--- src/rtl/irqw_pkg.sv ---
package irqw_pkg;
  localparam int IRQW_NSRC   = 8;
  localparam int IRQW_WORD_W = 32;

  // field order inside the word; software decodes these positions
  typedef enum int {FLD_STATUS = 0, FLD_DISABLE = 1, FLD_ACK = 2} irqw_field_e;

  function automatic int field_lo(irqw_field_e f, int nsrc);
    return int'(f) * nsrc;
  endfunction
endpackage

--- src/rtl/irqw_status_bank.sv ---
module irqw_status_bank #(
  parameter int NSRC = 8
) (
  input  logic            clk,
  input  logic            rst_n,
  input  logic [NSRC-1:0] set_vec,
  input  logic [NSRC-1:0] clr_vec,
  output logic [NSRC-1:0] status_q,
  output logic [NSRC-1:0] clr_taken
);
  // set beats clear on the same edge
  function automatic logic next_flag(logic cur, logic s, logic c);
    if (s)      return 1'b1;
    else if (c) return 1'b0;
    else        return cur;
  endfunction

  for (genvar i = 0; i < NSRC; i++) begin : g_flag
    always_ff @(posedge clk) begin
      if (!rst_n) status_q[i] <= 1'b0;
      else        status_q[i] <= next_flag(status_q[i], set_vec[i], clr_vec[i]);
    end
    assign clr_taken[i] = clr_vec[i] & ~set_vec[i];
  end
endmodule

--- src/rtl/irqw_mask_reg.sv ---
module irqw_mask_reg #(
  parameter int NSRC = 8
) (
  input  logic            clk,
  input  logic            rst_n,
  input  logic            load,
  input  logic [NSRC-1:0] load_val,
  output logic [NSRC-1:0] mask_q
);
  always_ff @(posedge clk) begin
    if (!rst_n)    mask_q <= '0;
    else if (load) mask_q <= load_val;
  end
endmodule

--- src/rtl/irqw_irq_merge.sv ---
module irqw_irq_merge #(
  parameter int NSRC = 8
) (
  input  logic [NSRC-1:0] status_q,
  input  logic [NSRC-1:0] mask_q,
  output logic [NSRC-1:0] pend_vec,
  output logic            irq
);
  function automatic logic [NSRC-1:0] gate(logic [NSRC-1:0] st, logic [NSRC-1:0] dis);
    return st & ~dis;
  endfunction

  assign pend_vec = gate(status_q, mask_q);
  assign irq      = |pend_vec;
endmodule

--- src/rtl/irq_word_reg.sv ---
module irq_word_reg #(
  parameter int NSRC   = irqw_pkg::IRQW_NSRC,
  parameter int WORD_W = irqw_pkg::IRQW_WORD_W
) (
  input  logic              clk,
  input  logic              rst_n,
  input  logic [NSRC-1:0]   evt_pulse,
  input  logic              wr_en,
  input  logic [WORD_W-1:0] wr_data,
  output logic [WORD_W-1:0] rd_data,
  output logic              irq_out
);
  import irqw_pkg::*;

  localparam int ST_LO  = field_lo(FLD_STATUS, NSRC);
  localparam int DIS_LO = field_lo(FLD_DISABLE, NSRC);
  localparam int ACK_LO = field_lo(FLD_ACK, NSRC);
  localparam int TOP_LO = ACK_LO + NSRC;

  // named internal events, used by the checker
  logic [NSRC-1:0] ack_vec;
  logic [NSRC-1:0] clr_taken;
  logic [NSRC-1:0] status_q;
  logic [NSRC-1:0] mask_q;
  logic [NSRC-1:0] pend_vec;

  assign ack_vec = wr_en ? wr_data[ACK_LO +: NSRC] : '0;

  // status field and upper byte are not writable
  logic unused_wr_bits;
  assign unused_wr_bits = ^{wr_data[ST_LO +: NSRC], wr_data[WORD_W-1:TOP_LO]};

  irqw_status_bank #(.NSRC(NSRC)) u_status (
    .clk      (clk),
    .rst_n    (rst_n),
    .set_vec  (evt_pulse),
    .clr_vec  (ack_vec),
    .status_q (status_q),
    .clr_taken(clr_taken)
  );

  irqw_mask_reg #(.NSRC(NSRC)) u_mask (
    .clk     (clk),
    .rst_n   (rst_n),
    .load    (wr_en),
    .load_val(wr_data[DIS_LO +: NSRC]),
    .mask_q  (mask_q)
  );

  irqw_irq_merge #(.NSRC(NSRC)) u_merge (
    .status_q(status_q),
    .mask_q  (mask_q),
    .pend_vec(pend_vec),
    .irq     (irq_out)
  );

  always_comb begin
    rd_data = '0;
    rd_data[ST_LO +: NSRC]  = status_q;
    rd_data[DIS_LO +: NSRC] = mask_q;
  end
endmodule

--- config.mk ---
export PLATFORM = sky130hd
export DESIGN_NAME = irq_word_reg
export DESIGN_NICKNAME = d
export VERILOG_FILES = /design/src/rtl/irqw_pkg.sv /design/src/rtl/irqw_status_bank.sv /design/src/rtl/irqw_mask_reg.sv /design/src/rtl/irqw_irq_merge.sv /design/src/rtl/irq_word_reg.sv
export SDC_FILE = /design/constraint.sdc
export NUM_CORES = 1
export LEC_CHECK = 0
export BUFFER_PORTS_ARGS = -buffer_cell sky130_fd_sc_hd__buf_2
export CORE_MARGIN = 2
export CORE_UTILIZATION = 37
export DETAILED_ROUTE_END_ITERATION = 8
export PLACE_DENSITY = 0.79
export SYNTH_ARGS = -nofsm -noshare
export SYNTH_HDL_FRONTEND = slang
export SYNTH_HIERARCHICAL = 1
export SYNTH_SLANG_ARGS = --single-unit
--- constraint.sdc ---
create_clock -name clk -period 0.9 [get_ports clk]
set_input_delay 0.135 -clock clk [delete_from_list [all_inputs] [get_ports clk]]
set_output_delay 0.135 -clock clk [all_outputs]
set_load 0.02 [all_outputs]
* After elaboration in Yosys (flattened, before gate mapping) *
Index checks and enable logic that the tools add are counted.

word-level totals
  output and inout bits = 33
  flip-flop bits (word level) = 16
  word-level logic and storage cells = 37
  input port bits = 43

operators by class
  bitwise gates (word level) = 2
  mux-type cells = 17
  reduce and logical (&&, ||, !) cells = 9

operators with widths
  operator            number
  $mux W1             16
  $reduce_bool A2 Y1  8
  $and A8 B8 Y8       1
  $mux W8             1
  $not A8 Y8          1
  $reduce_or A8 Y1    1

* Depth between registers and ports, before layout *
Gate-level depths: netlist (run 1).

  depth in word-level cells = 3
  gate-level depth with buffers = 3
  gate-level depth less buffers = 3

* Cells and area by module *
The synthesis (run 1) kept the hierarchy.

by module, submodules not included
  module            area each (µm²)  cells each  instances  sequential area each (µm²)
  irqw_status_bank  327.8            33          1          160.2
  irqw_mask_reg     301.5            25          1          160.2
  irq_word_reg      173.9            25          1          0.0
  irqw_irq_merge    96.3             11          1          0.0

* Worst setup path before layout (run 1) *
Ideal clock, no wire load.

  path kind = register -> output
  from = reg u_mask.mask_q[6]
  to = out irq_out
  slack = -0.200 ns
  arrival = 0.965 ns
  cell stages (with the launch flop) = 4
  required time = 0.765 ns
  buffers on the path = 0
  path through = dfxtp_1 -> nor2b_4 -> nor4_1 -> nand2_1

on the way
  cells in the longest elaborated chain, start to end = 3

ends and longest elaborated chain
  what                    RTL line              RTL
  start, declared         irqw_mask_reg.sv:8    output logic [NSRC-1:0] mask_q
  start signal, assigned  irqw_mask_reg.sv:12   else if (load) mask_q <= load_val;
  $not A8 Y8              irqw_irq_merge.sv:10  return st & ~dis;
  $and A8 B8 Y8           irqw_irq_merge.sv:10
  net pend_vec[6]         irq_word_reg.sv:25    logic [NSRC-1:0] pend_vec;
  $reduce_or A8 Y1        irqw_irq_merge.sv:14  assign irq = |pend_vec;
  end, declared           irq_word_reg.sv:11    output logic irq_out

The timed path passes the listed nets, and every way through them passes these cells.

* Worst setup path after layout (run 1) *
  from = reg u_status.status_q[0]
  to = out irq_out

on the way
  cells in the longest elaborated chain, start to end = 2

ends and longest elaborated chain
  what                             RTL line                RTL
  start, declared                  irqw_status_bank.sv:8   output logic [NSRC-1:0] status_q,
  start signal, assigned by index  irqw_status_bank.sv:21  else status_q[i] <= next_flag(status_q[i], set_vec[i], clr_vec[i]);
  $and A8 B8 Y8                    irqw_irq_merge.sv:10
  net pend_vec[0]                  irq_word_reg.sv:25
  $reduce_or A8 Y1                 irqw_irq_merge.sv:14

The timed path passes the listed nets, and every way through them passes these cells.

==> flow_summary.toml, run 1 <==
[cts]
cts_num_sinks = 16
cts_hold_buf = 0
cts_buffer_depth = 2
cts-root-buf = "clkbuf_4"
h-tree-depth = 1
cts.clk_slew.worst_paths_ns = 0.09
clk_latency_ns = 0.27
tritoncts = "done"
cts-buffers-inserted = 3

[critical_path]
crit_arrival_ns = 1.27
critPathSlowestCell = "dfxtp_2"
worstSetupStartpointType = "flip-flop"
r2r_slack_ns = 0.02
crit_type = "flip-flop to output port"
critPathMaxFanout = 2
r2r_cells = 4
cpPeakStageDelay_ns = 0.33
critPathBufInv = 1
path_cells = "nor2b_4 > nor4_4 > nand2_1 > buf_6"
end_kind = "output port"
critPathRequiredTime_ns = 0.76
timing.rr.end = "u_mask/mask_q[4]"
timing.rr.start = "u_mask/mask_q[4]"
worst_path_dominant_cell_family = "simple AND/OR/NAND/NOR gates"

[power_and_ir_drop]
p_leak_nw = 0.6764
switchingPower_w = 0.0005251
p_int_w = 0.001310
irDropWorstVdd_mv = 1.066
p_per_area_mw_per_mm2 = 1336
pwr-share-clk = 0.251
p_seq_frac = 0.437
netSwitchingFraction = 0.2861
power_frac_comb = 0.311

[sta]
rsz0062_at_grt = "yes"
setup_viol = 13
max_freq_mhz = 711.2
maxSlewViolCount = 0
period_minus_slack_ns = 1.406
hold_violations = 0
timing.final.ws_setup_ns = -0.5060
worst_clock_skew_ns = 0
tns_ns = -1.613
fin_crit_sh = 1.562

[layout]
final_area_mm2 = 0.001374
n_fill_cell = 151
register_area_um2 = 342.8
multi_input_area_um2 = 467.9
nets = 189
antenna_cells = 0
area_growth_pct = 61.71
drive_gt1_frac = 0.5793

[min_path]
hold_end = "u_status/status_q[4]"
min_path_type = "input pin to flip-flop"
hold_depth = 2
hp-start = "evt_pulse[4]"

[detailed_routing]
num_vias = 748
drc_errors = 0
final_antenna_net_count = 0
drt_pass1_iterations = 4
drt_iter0_markers = 4
vias_per_cell = 4.324
wl_per_cell_um = 13.27
postRouteWirelength_um = 2296

[floorplanning]
coreArea_mm2 = 0.002191
row_count = 17
die_w_um = 51.92
pin_count = 76
die_area_mm2 = 0.002695
die-height_um = 51.92
start_util = 0.3878

[synthesis]
syn_area_um2 = 849.6
ys_warn_count = 6
avgSynthCellArea_um2 = 9.879
postSynthCellCount = 86

[grt]
grt_pass1_vias = 748
grt_pass1_wl_um = 3353
grt_max_degree = 17
overflow = 0
grt_util_all_layers = 0.1702
antenna_found_initial = 0

[job]
maxCapViolations = 0

[place]
gp_congestion = 0.6730
dp_hpwl_um = 1404
place_area_mm2 = 0.001140
io_buffer_count = 43
post-place-ws_ns = -0.2200

[run_status]
status = "finished, violations left"
failed_checks = "negative setup slack"
worst max-delay path by stage:
stage	to	startpoint	slack [ns]	cells after the start
floorplan	irq_out	u_status/status_q[3]	-0.13	3
global placement	irq_out	u_status/status_q[6]	-0.22	4
detailed placement	irq_out	u_status/status_q[3]	-0.22	4
CTS	irq_out	u_status/status_q[0]	-0.51	4
global route	irq_out	u_status/status_q[4]	-0.58	4
finish	irq_out	u_status/status_q[0]	-0.51	4
metal layers:
metal	up-vias	GRT usage	part of all wire
li1	360	-	-
met1	350	0.1843	0.39
met2	36	0.3312	0.55
met3	2	0.02586	0.054
met4	0	0.05263	0.0026
met5	-	0	0
flip-flops by register name, summed over array words and instances (netlist names):
name,cells
u_status/status_q,8
u_mask/mask_q,8
per-stage QoR:
| step | utilization | power, W | instances | hold WS (ns) |
|---|---|---|---|---|
| global placement | 0.5203 | 0.001237 | 167 | 0.3449 |
| detailed placement | 0.5203 | 0.001249 | 167 | 0.3547 |
| global route | 0.6271 | 0.001928 | 173 | 0.04527 |
| finish | 0.6271 | 0.001835 | 173 | 0.06770 |
| floorplan | - | 0.001120 | 101 | 0.2588 |
| CTS | 0.6196 | 0.001820 | 174 | 0.05682 |
power by group through the flow:
stage | Clock [W] | Sequential, W | Combinational, W
floorplan | 0 | 0.000868 | 0.000252
global placement | 0 | 0.000804 | 0.000433
detailed placement | 0 | 0.000807 | 0.000441
CTS | 0.000472 | 0.000801 | 0.000547
global route | 0.000512 | 0.000808 | 0.000608
finish | 0.000461 | 0.000803 | 0.000572
cells in the final DEF (no fill, tap or decap):
master / count
nor4_4: 1
nor2b_4: 4
buf_4: 2
conb_1: 16
buf_6: 29
mux2i_1: 8
clkbuf_4: 3
nor2b_1: 20
o21a_1: 8
clkbuf_8: 1
nor4_2: 1
dfxtp_2: 15
and2_1: 8
buf_12: 1
nand2_1: 1
dfxtp_4: 1
buf_2: 26
final cells by class:
| type | count | share of cell area |
|---|---|---|
| Timing Repair Buffer | 58 | 0.3579 |
| Multi-Input combinational cell | 67 | 0.3406 |
| Sequential cell | 16 | 0.2495 |
| Clock buffer | 4 | 0.02641 |
| Tap cell | 28 | 0.02550 |
repair_timing:
item,in CTS,in global routing
pin swaps,1,2
endpoints found under the setup margin,17,18
gates resized for setup,51,10
buffers inserted,5,4
hold endpoints to repair,0,0
Power figures use the tool's default switching activity.
==> inputs of run 2 (changes only) <==
GPL_TIMING_DRIVEN = 0   (was default)
clock period = 1.6 ns   (was 0.9 ns; I/O delays follow)
==> run 2 against run 1 <==
Highest routed layer unchanged. Combinational power decreased by 56%. Wire length fell by 23%. Die area did not move. Register-to-register slack improved by 0.86 ns. Clock power down 42%. Power fell by 47%. Sequential cell count did not move. The flow now finishes without violations. Utilization is 7.6 points lower.
==> flow_summary.toml, run 2 (synthesized netlist as in run 1, its figures left out) <==
[critical_path]
end_kind = "output port"
critPathRequiredTime_ns = 1.36
r2r_slack_ns = 0.88
cpPeakStageDelay_ns = 0.41
crit_arrival_ns = 1.25
critPathSlowestCell = "dfxtp_1"
critPathMaxFanout = 3
path_cells = "nor2b_4 > nor4_2 > nand2_1 > buf_2"
crit_type = "flip-flop to output port"
worstSetupStartpointType = "flip-flop"

[cts]
h-tree-depth = 1
tritoncts = "done"
cts-buffers-inserted = 3
clk_latency_ns = 0.29
cts_buffer_depth = 2
cts-root-buf = "clkbuf_4"
cts.clk_slew.worst_paths_ns = 0.10
cts_num_sinks = 16

[grt]
grt_max_degree = 10
antenna_found_initial = 0
overflow = 0
grt_util_all_layers = 0.1368
grt_pass1_wl_um = 2704
grt_pass1_vias = 662

[floorplanning]
pin_count = 76
coreArea_mm2 = 0.002191
die-height_um = 51.92
row_count = 17
die_area_mm2 = 0.002695
die_w_um = 51.92
start_util = 0.3878

[place]
dp_hpwl_um = 1429
io_buffer_count = 43
gp_congestion = 0.6829

[detailed_routing]
drt_iter0_markers = 2
final_antenna_net_count = 0
wl_per_cell_um = 9.994
postRouteWirelength_um = 1759
drc_errors = 0
vias_per_cell = 3.960
drt_pass1_iterations = 2
num_vias = 697

[layout]
reg_top3 = "u_mask/mask_q x8, u_status/status_q x8"
antenna_cells = 0
drive_gt1_frac = 0.4932
layout_commonest_cell = "buf_2"
nets = 192
area_growth_pct = 42.12
layout_common_cells = "buf_2, nor2b_1, buf_4, conb_1, dfxtp_1"

[power_and_ir_drop]
fin_total_pwr_w = 0.0009667
p_per_area_mw_per_mm2 = 800.6
p_leak_nw = 0.6514
irDropWorstVdd_mv = 0.5238

[sta]
period_minus_slack_ns = 1.495
maxSlewViolCount = 0
tns_ns = 0
fin_crit_sh = 0.9342
worst_clock_skew_ns = 0
max_freq_mhz = 669.0
rsz0062_at_grt = "no"
setup_viol = 0
hold_violations = 0

[min_path]
min_path_type = "input pin to flip-flop"

[job]
maxCapViolations = 0

[run_status]
status = "finished, final reports clean"
-- run 2: cell count changes in the layout (fill, tap and decap cells not counted) --
| cell | before | now |
|---|---|---|
| nor4_4 | 1 | 0 |
| buf_6 | 29 | 1 |
| buf_2 | 26 | 43 |
| buf_12 | 1 | 0 |
| buf_4 | 2 | 17 |
| nor4_2 | 1 | 2 |
| dfxtp_4 | 1 | 0 |
| dfxtp_1 | 0 | 14 |
| dfxtp_2 | 15 | 2 |
-- run 2: where the power goes --
| part | leakage [nW] | internal [W] | switching (W) |
|---|---|---|---|
| Clock | 0.0210 | 0.000139 | 0.000131 |
| Sequential | 0.134 | 0.000425 | 0.0000214 |
| Combinational | 0.497 | 0.000123 | 0.000127 |
-- run 2: repair_timing --
action	4_1_cts	5_1_grt
gates resized for setup	0	4
hold buffers	0	0
endpoints found under the setup margin	0	1
buffers inserted	0	0
-- run 2: area by class of cell --
type | count | area [um2]
multi-input cells | 67 | 459.2
plain buffers | 18 | 138.9
repair buffers | 43 | 215.2
flip-flops and latches | 16 | 322.8
well taps | 28 | 35.03
clock buffers | 4 | 36.28
fillers | 199 | 983.4
-- run 2: critical path, delay by kind of cell, from the launching register on --
| kind | cells | cell delay [ns] |
|---|---|---|
| and+or+nand+nor | 3 | 0.39 |
| DFF | 1 | 0.41 |
| buffers and inverters | 1 | 0.16 |
-- run 2: layer usage --
metal / vias up / wire (um) / GRT usage
met5: - / 0 / 0
met4: 0 / 8 / 0.06579
met3: 2 / 198 / 0.04023
met2: 39 / 810 / 0.2363
met1: 287 / 742 / 0.1518
li1: 369 / - / -
-- run 2: path summary, 6_finish.rpt --
| path | startpoint | endpoint | cells past startpoint |
|---|---|---|---|
| setup / recovery | u_mask/mask_q[3] | irq_out | 4 |
| setup reg to reg | u_status/status_q[4] | u_status/status_q[4] | 2 |
| hold reg to reg | u_mask/mask_q[1] | u_mask/mask_q[1] | 2 |
| hold / removal | evt_pulse[1] | u_status/status_q[1] | 2 |
-- run 2: per-stage QoR --
stage | hold slack (ns) | util | area, um2 | std cells | worst slack (ns)
floorplan | 0.3638 | - | 905.9 | 101 | 0.3953
global placement | 0.4496 | 0.5277 | 1156 | 172 | 0.3992
detailed placement | 0.4505 | 0.5277 | 1156 | 172 | 0.3820
CTS | 0.1443 | 0.5443 | 1192 | 176 | 0.04685
global route | 0.1513 | 0.5511 | 1207 | 176 | 0.03095
finish | 0.1553 | 0.5511 | 1207 | 176 | 0.1053
